### config.mk
export PLATFORM = sky130hd
export DESIGN_NAME = vec_subpc_seq
export DESIGN_NICKNAME = d
export VERILOG_FILES = /design/src/rtl/vsp_pkg.sv /design/src/rtl/vsp_prefix_detect.sv /design/src/rtl/vsp_reg_remap.sv /design/src/rtl/vsp_step_ctrl.sv /design/src/rtl/vec_subpc_seq.sv
export SDC_FILE = /design/constraint.sdc
export NUM_CORES = 1
export LEC_CHECK = 0
export BUFFER_PORTS_ARGS = -buffer_cell sky130_fd_sc_hd__buf_2
export CORE_MARGIN = 4
export CORE_UTILIZATION = 45
export DETAILED_ROUTE_END_ITERATION = 7
export GPL_TIMING_DRIVEN = 0
export PLACE_DENSITY = 0.81
export SLEW_MARGIN = 20
export SYNTH_ARGS = -nofsm -noshare
export SYNTH_HDL_FRONTEND = slang
export SYNTH_SLANG_ARGS = --single-unit
### constraint.sdc
create_clock -name clk_i -period 4.2 [get_ports clk_i]
set_input_delay 1.05 -clock clk_i [delete_from_list [all_inputs] [get_ports clk_i]]
set_output_delay 1.05 -clock clk_i [all_outputs]
set_load 0.05 [all_outputs]
### src/rtl/vsp_pkg.sv
package vsp_pkg;
  localparam logic [5:0]  PFX_MAJOR   = 6'b000001;
  localparam int unsigned PFX_FLAG_A  = 24;
  localparam int unsigned PFX_FLAG_B  = 22;
  localparam int unsigned INC_W       = 4;
  localparam logic [INC_W-1:0] INC_PLAIN  = 4'd4;
  localparam logic [INC_W-1:0] INC_PREFIX = 4'd8;

  typedef struct packed {
    logic             hit;
    logic [INC_W-1:0] inc;
  } pfx_info_t;
endpackage

### src/rtl/vsp_prefix_detect.sv
module vsp_prefix_detect
  import vsp_pkg::*;
(
  input  logic [31:0] word_i,
  output pfx_info_t   info_o
);
  logic unused_word;
  assign unused_word = ^{word_i[25], word_i[23], word_i[21:0]};

  always_comb begin
    info_o.hit = (word_i[31:26] == PFX_MAJOR) && word_i[PFX_FLAG_A] && word_i[PFX_FLAG_B];
    info_o.inc = info_o.hit ? INC_PREFIX : INC_PLAIN;
  end
endmodule

### src/rtl/vsp_reg_remap.sv
module vsp_reg_remap #(
  parameter int unsigned REG_AW = 5
) (
  input  logic [REG_AW-1:0] base_i,
  input  logic              vec_i,
  input  logic [REG_AW-1:0] step_i,
  output logic [REG_AW-1:0] eff_o
);
  // wraps modulo 2**REG_AW
  assign eff_o = vec_i ? base_i + step_i : base_i;
endmodule

### src/rtl/vsp_step_ctrl.sv
module vsp_step_ctrl
  import vsp_pkg::*;
#(
  parameter int unsigned    XLEN    = 64,
  parameter int unsigned    STEP_W  = 7,
  parameter logic [XLEN-1:0] PC_INIT = '0
) (
  input  logic              clk_i,
  input  logic              rst_ni,
  input  logic              step_i,
  input  logic              hit_i,
  input  logic [INC_W-1:0]  inc_i,
  input  logic              dst_vec_i,
  input  logic [STEP_W-1:0] vl_i,
  output logic [XLEN-1:0]   pc_o,
  output logic [XLEN-1:0]   nia_o,
  output logic [STEP_W-1:0] step_o
);
  localparam int unsigned CMP_W = STEP_W + 1;

  logic [XLEN-1:0]   pc_q;
  logic [STEP_W-1:0] step_q;
  logic [CMP_W-1:0]  step_nxt_w;
  logic              more_elems;

  assign step_nxt_w = {1'b0, step_q} + CMP_W'(1);
  // loop continues only for a vector destination with elements left
  assign more_elems = hit_i && dst_vec_i && (step_nxt_w < {1'b0, vl_i});
  assign nia_o      = more_elems ? pc_q : pc_q + XLEN'(inc_i);

  always_ff @(posedge clk_i or negedge rst_ni) begin
    if (!rst_ni) begin
      pc_q   <= PC_INIT;
      step_q <= '0;
    end else if (step_i) begin
      pc_q   <= nia_o;
      step_q <= more_elems ? step_nxt_w[STEP_W-1:0] : '0;
    end
  end

  assign pc_o   = pc_q;
  assign step_o = step_q;
endmodule

### src/rtl/vec_subpc_seq.sv
module vec_subpc_seq
  import vsp_pkg::*;
#(
  parameter int unsigned     XLEN    = 64,
  parameter int unsigned     STEP_W  = 7,
  parameter int unsigned     REG_AW  = 5,
  parameter int unsigned     NUM_SRC = 2,
  parameter logic [XLEN-1:0] PC_INIT = 64'h1000
) (
  input  logic                      clk_i,
  input  logic                      rst_ni,
  input  logic                      step_i,
  input  logic [31:0]               prefix_i,
  input  logic [STEP_W-1:0]         vl_i,
  input  logic [NUM_SRC*REG_AW-1:0] src_reg_i,
  input  logic [NUM_SRC-1:0]        src_vec_i,
  input  logic [REG_AW-1:0]         dst_reg_i,
  input  logic                      dst_vec_i,
  output logic [NUM_SRC*REG_AW-1:0] src_eff_o,
  output logic [REG_AW-1:0]         dst_eff_o,
  output logic                      pfx_o,
  output logic [STEP_W-1:0]         step_o,
  output logic [XLEN-1:0]           pc_o,
  output logic [XLEN-1:0]           nia_o
);
  pfx_info_t         info;
  logic [STEP_W-1:0] step_q;
  logic [STEP_W-1:0] step_eff;
  logic unused_step;

  vsp_prefix_detect u_pfx (
    .word_i (prefix_i),
    .info_o (info)
  );

  vsp_step_ctrl #(
    .XLEN    (XLEN),
    .STEP_W  (STEP_W),
    .PC_INIT (PC_INIT)
  ) u_ctrl (
    .clk_i     (clk_i),
    .rst_ni    (rst_ni),
    .step_i    (step_i),
    .hit_i     (info.hit),
    .inc_i     (info.inc),
    .dst_vec_i (dst_vec_i),
    .vl_i      (vl_i),
    .pc_o      (pc_o),
    .nia_o     (nia_o),
    .step_o    (step_q)
  );

  // plain instructions index with element zero
  assign step_eff    = info.hit ? step_q : '0;
  assign unused_step = ^step_eff[STEP_W-1:REG_AW];

  for (genvar g = 0; g < NUM_SRC; g++) begin : g_src
    vsp_reg_remap #(.REG_AW(REG_AW)) u_src (
      .base_i (src_reg_i[g*REG_AW +: REG_AW]),
      .vec_i  (src_vec_i[g]),
      .step_i (step_eff[REG_AW-1:0]),
      .eff_o  (src_eff_o[g*REG_AW +: REG_AW])
    );
  end

  vsp_reg_remap #(.REG_AW(REG_AW)) u_dst (
    .base_i (dst_reg_i),
    .vec_i  (dst_vec_i),
    .step_i (step_eff[REG_AW-1:0]),
    .eff_o  (dst_eff_o)
  );

  assign pfx_o  = info.hit;
  assign step_o = step_q;
endmodule

### Word level (Yosys, flattened, before mapping)

Cells that the tools add are included.

* add/sub/neg operators: 5
* order comparisons: 1
* eq/ne operators: 1
* mux-type cells: 7
* reductions and logical operators: 4

Operator list (count)
* adder 64 x 4 -> 64 bit: 1
* two-way mux 64 bit: 1
* two-way mux 5 bit: 4
* adder 5 bit: 3
* adder 7 x 1 -> 8 bit, second input constant: 1
* less-than comparator 8 x 7 -> 1 bit: 1
* two-way mux 7 bit: 1
* equality test 6 x 1 -> 1 bit, second input constant: 1
* logical AND 1 bit: 4
* two-way mux 4 bit: 1

* register bits after elaboration: 71
* input port bits: 60

### Longest topological paths before layout

* depth after elaboration: 6
* depth in mapped cells: 13
* mapped depth without buffers: 11

### By module

A second synthesis with hierarchy kept.

* cell total of the unflattened synthesis: 645
* area total of the unflattened synthesis: 5690.5 µm²

Modules (own cells, without submodules)
* vsp_step_ctrl: instances 1, cells each 539, area an instance 4825.9 µm², sequential area each 1778.0 µm²
* vsp_reg_remap: instances 3, cells each 31, area an instance 257.7 µm², sequential area each 0.0 µm²
* vsp_prefix_detect: instances 1, cells each 8, area an instance 60.1 µm², sequential area each 0.0 µm²
* vec_subpc_seq: instances 1, cells each 5, area an instance 31.3 µm², sequential area each 0.0 µm²

### Worst setup path before layout

OpenSTA, ideal clock, no wires.

* kind: input -> output
* start point: in prefix_i[29]
* end point: out nia_o[48]
* data arrival time: 4.307 ns
* data required time: 3.150 ns
* setup slack: -1.157 ns
* stages: 11
* cell sequence: nor4b_2 > and2_1 > fa_1 > nand3_1 > nor3_1 > and2_1 > buf_2 > and3_2 > buf_2 > nand4_1 > xnor2_1

* cells in the longest elaborated chain, start to end: 6
* elaborated cells on any way between the ends: 8
* classes of those cells: add/sub: 1; eq/ne: 1; mux: 2; reduce/logical: 4

Ends and longest elaborated chain
* from (decl): RTL line vec_subpc_seq.sv:13 `input logic [31:0] prefix_i,`
* equality test 6 x 1 -> 1 bit *: RTL line vsp_prefix_detect.sv:11 `info_o.hit = (word_i[31:26] == PFX_MAJOR) && word_i[PFX_FLAG_A] && word_i[PFX_FLAG_B];`
* logical AND 1 bit * (2 in a row): RTL line vsp_prefix_detect.sv:11
* named net pfx_o: RTL line vec_subpc_seq.sv:21 `output logic pfx_o,`
* two-way mux 4 bit or logical AND 1 bit (tied branches): RTL line vsp_prefix_detect.sv:12, vsp_step_ctrl.sv:28
* adder 64 x 4 -> 64 bit or logical AND 1 bit (tied branches): RTL line vsp_step_ctrl.sv:29, vsp_step_ctrl.sv:28
* two-way mux 64 bit *: RTL line vsp_step_ctrl.sv:29 `assign nia_o = more_elems ? pc_q : pc_q + XLEN'(inc_i);`
* to (decl): RTL line vec_subpc_seq.sv:24 `output logic [XLEN-1:0] nia_o`

The timed path passes the listed nets; every way through them passes the cells marked *.

### Final worst setup path

* start point: in prefix_i[27]
* end point: out nia_o[38]

* cells in the longest elaborated chain, start to end: 6
* elaborated cells on any way between the ends: 8
* classes of those cells: add/sub: 1; eq/ne: 1; mux: 2; reduce/logical: 4

Ends and longest elaborated chain (RTL line)
* equality test 6 x 1 -> 1 bit *: vsp_prefix_detect.sv:11
* logical AND 1 bit * (2 in a row): vsp_prefix_detect.sv:11
* two-way mux 4 bit or logical AND 1 bit (tied branches): vsp_prefix_detect.sv:12, vsp_step_ctrl.sv:28
* adder 64 x 4 -> 64 bit or logical AND 1 bit (tied branches): vsp_step_ctrl.sv:29, vsp_step_ctrl.sv:28
* two-way mux 64 bit *: vsp_step_ctrl.sv:29

Every way passes the cells marked *; elsewhere a longest branch is shown, timed or not.

==> results_dict.tcl <==
set metrics [dict create \
    tns_ns -9.33 \
    drt_iter0_markers 433 \
    die-area_um2 13500 \
    initial_utilization 0.461 \
    rsz0062_at_grt "true" \
    hold_path.class "reg -> reg" \
    yosys_warnings 0 \
    setup_viol 51 \
    post-dp-hpwl_mm 13.1 \
    slew_viol_final 0 \
    cts.path.max_buffers 2 \
    violations "negative setup slack" \
    cp-startpoint "prefix_i[27]" \
    num-fill-cells 531 \
    ys_seq_area_frac 0.329 \
    run_status "finished, violations left" \
    antenna_left 0 \
    arrival_ns 3.56 \
    clk_latency_ns 0.34 \
    end_kind "output port" \
    holdWs_ns 0.592 \
    crit_type "in -> out" \
    rows 39 \
    hp-start "u_ctrl.pc_o[11]" \
    fin_ws_ns -0.411 \
    htreeDepth 3 \
    grt_max_degree 45 \
    syn_avg_cell_area_um2 8.84 \
    maxCapViolations 0 \
    antennaDiodeCount 0 \
    endpoint "nia_o[38]" \
    max_freq_mhz 217 \
    slew_headroom 0.343 \
    ff2ff_setup_slack_ns 0.51 \
    r2r_start "u_ctrl.step_o[0]" \
    viasPerCell 5.86 \
    dr.pass1.iters 5 \
    clkTransAtPathRegs_ns 0.06 \
    cts_buffers 9 \
    start_kind "input port" \
    gp_congestion 0.883 \
    synth-edff-count 0 \
    wl_per_cell_um 21.3 \
    io-pin-count 211 \
    synthesis.area_um2 5260 \
    grt_pass1_wl_mm 30.0 \
    synth.distinct_cells 53 \
    cts.sinks 69 \
    drc_errors 0 \
    finClkSkew_ns 0.00928 \
    antenna_found_initial 0 \
    vdd.ir_drop.worst_mv 0.268 \
    power_leakage_nw 4.79 \
    core_um2 11400 \
    die_w_um 116 \
    worst_slew_pin_slew_ns 0.986 \
    rr_worst_depth 13 \
    synth_seq_cells 69 \
    cts_root_buffer "clkbuf_16" \
    grt_pass1_vias 5791 \
    nets 954 \
    final_common_cell "buf_2" \
    fin_area_um2 9730 \
    synthCells 595 \
    placedCellCount 922 \
    grt_overflow 0 \
    hold_violations 0 \
    grt_usage 0.286 \
    worstPathRequired_ns 3.15 \
    reg2reg_to "u_ctrl.pc_o[20]" \
    cts_tree "built" \
    post_dp_cell_area_um2 7640 \
    routed-via-count 5955 \
    fin_crit_sh 1.10 \
    portBuffers 180 \
    drive_gt1_frac 0.579 \
    period_minus_slack_ns 4.61 \
    cp_max_fo 8 \
    final_cells 1017 \
    synthArstFlopShare 1.00 \
    area_growth_pct 85.0 \
    synth_flop_cell "dfrtp_1" \
    pwr_density_cell_nw_per_um2 233 \
    chipHeight_um 116 \
    wl_mm 21.7 \
    layout_common_cells "buf_2 (121), buf_6 (89), buf_4 (66)" \
    ctsHoldBuffers 0 \
]
## kinds of logic after synthesis
group                    Yosys count  share of synthesized area
AO/OA/AOI/OAI                     28                     0.0347
buffers and inverters             61                     0.0523
XOR/XNOR                         137                      0.230
AND/OR/NAND/NOR                  261                      0.262
flip-flops                        69                      0.329
other                              1                   0.000713
adder cells (fa/ha/maj)           25                     0.0652
multiplexers                      13                     0.0269
## synth_stat cells (2+ instances only)
cell,count,area share
ha_1,21,0.050
mux2i_1,4,0.0076
and2_1,5,0.0059
clkbuf_2,3,0.0029
clkbuf_1,9,0.0064
and3_1,7,0.0083
inv_1,25,0.018
mux2_2,9,0.019
nand2_1,82,0.059
buf_4,4,0.0057
a21o_1,7,0.010
or4_1,2,0.0029
dfrtp_1,68,0.32
nor3_1,21,0.020
nor2_1,38,0.027
and3_2,2,0.0029
nor4_4,2,0.0081
xnor2_1,89,0.15
o21ai_0,6,0.0057
o211ai_1,2,0.0029
buf_2,16,0.015
and4_1,2,0.0033
or2_2,3,0.0036
fa_1,4,0.015
a21oi_1,9,0.0086
buf_1,3,0.0021
nor4_1,12,0.014
nand3_1,30,0.029
xor2_1,47,0.078
nand4_1,40,0.048
## worst min-delay path by stage
stage,to,depth (start not counted)
5_1_grt,u_ctrl.pc_o[12],1
2_1_floorplan,u_ctrl.pc_o[12],1
4_1_cts,u_ctrl.pc_o[11],1
3_3_place_gp,u_ctrl.step_o[0],1
3_5_place_dp,u_ctrl.step_o[0],1
6_report,u_ctrl.pc_o[11],1
## critical path, stage by stage
cell,delay [ns]
buf_6,0.10
nor4b_4,0.31
and2_4,0.23
buf_12,0.11
fa_2,0.22
nand3_4,0.10
nor3_4,0.18
buf_6,0.14
nand3_4,0.16
nor2_4,0.23
nand4_1,0.28
xnor2_4,0.26
buf_6,0.18
## area by class of cell
| type | instances | area [µm²] | share of cell area |
|---|---|---|---|
| multi-input cells | 468 | 5050 | 0.519 |
| repair buffers | 262 | 2100 | 0.216 |
| flip-flops and latches | 69 | 1730 | 0.178 |
| plain buffers | 34 | 233 | 0.0239 |
| clock buffers | 10 | 229 | 0.0235 |
| well taps | 143 | 179 | 0.0184 |
| clock inverters | 6 | 111 | 0.0114 |
| inverters | 25 | 93.8 | 0.00965 |
## through the flow
stage | worst slack, ns | util | power [mW]
2_1_floorplan | -0.319 | - | 1.15
3_3_place_gp | -0.794 | 0.666 | 1.28
3_5_place_dp | -0.896 | 0.669 | 1.29
4_1_cts | -0.281 | 0.793 | 2.21
5_1_grt | -0.508 | 0.852 | 2.33
6_report | -0.411 | 0.852 | 2.26
## power by group
group | internal, mW | total, mW | leakage (nW) | switching (mW)
registers | 0.689 | 0.738 | 0.942 | 0.0493
logic | 0.221 | 0.635 | 3.68 | 0.414
clock network | 0.581 | 0.890 | 0.163 | 0.309
## state kept, by name (all words and copies together), names as in the netlist
register       cells
u_ctrl.pc_o       62
u_ctrl.step_o      7
## metal layers
layer,part of all wire,vias up,GRT usage
li1,-,2560,-
met1,0.37,2919,0.364
met2,0.51,387,0.481
met3,0.086,89,0.0539
met4,0.040,0,0.118
met5,0,-,0
## what timing repair did
| item | CTS | global route |
|---|---|---|
| setup buffers | 41 | 41 |
| setup endpoints to repair | 68 | 69 |
| pin swaps | 39 | 48 |
| endpoints found under the hold margin | 0 | 0 |
| cloned | 0 | 2 |
| resized for setup | 204 | 98 |
Note: power is estimated with default switching activity, not from simulation.
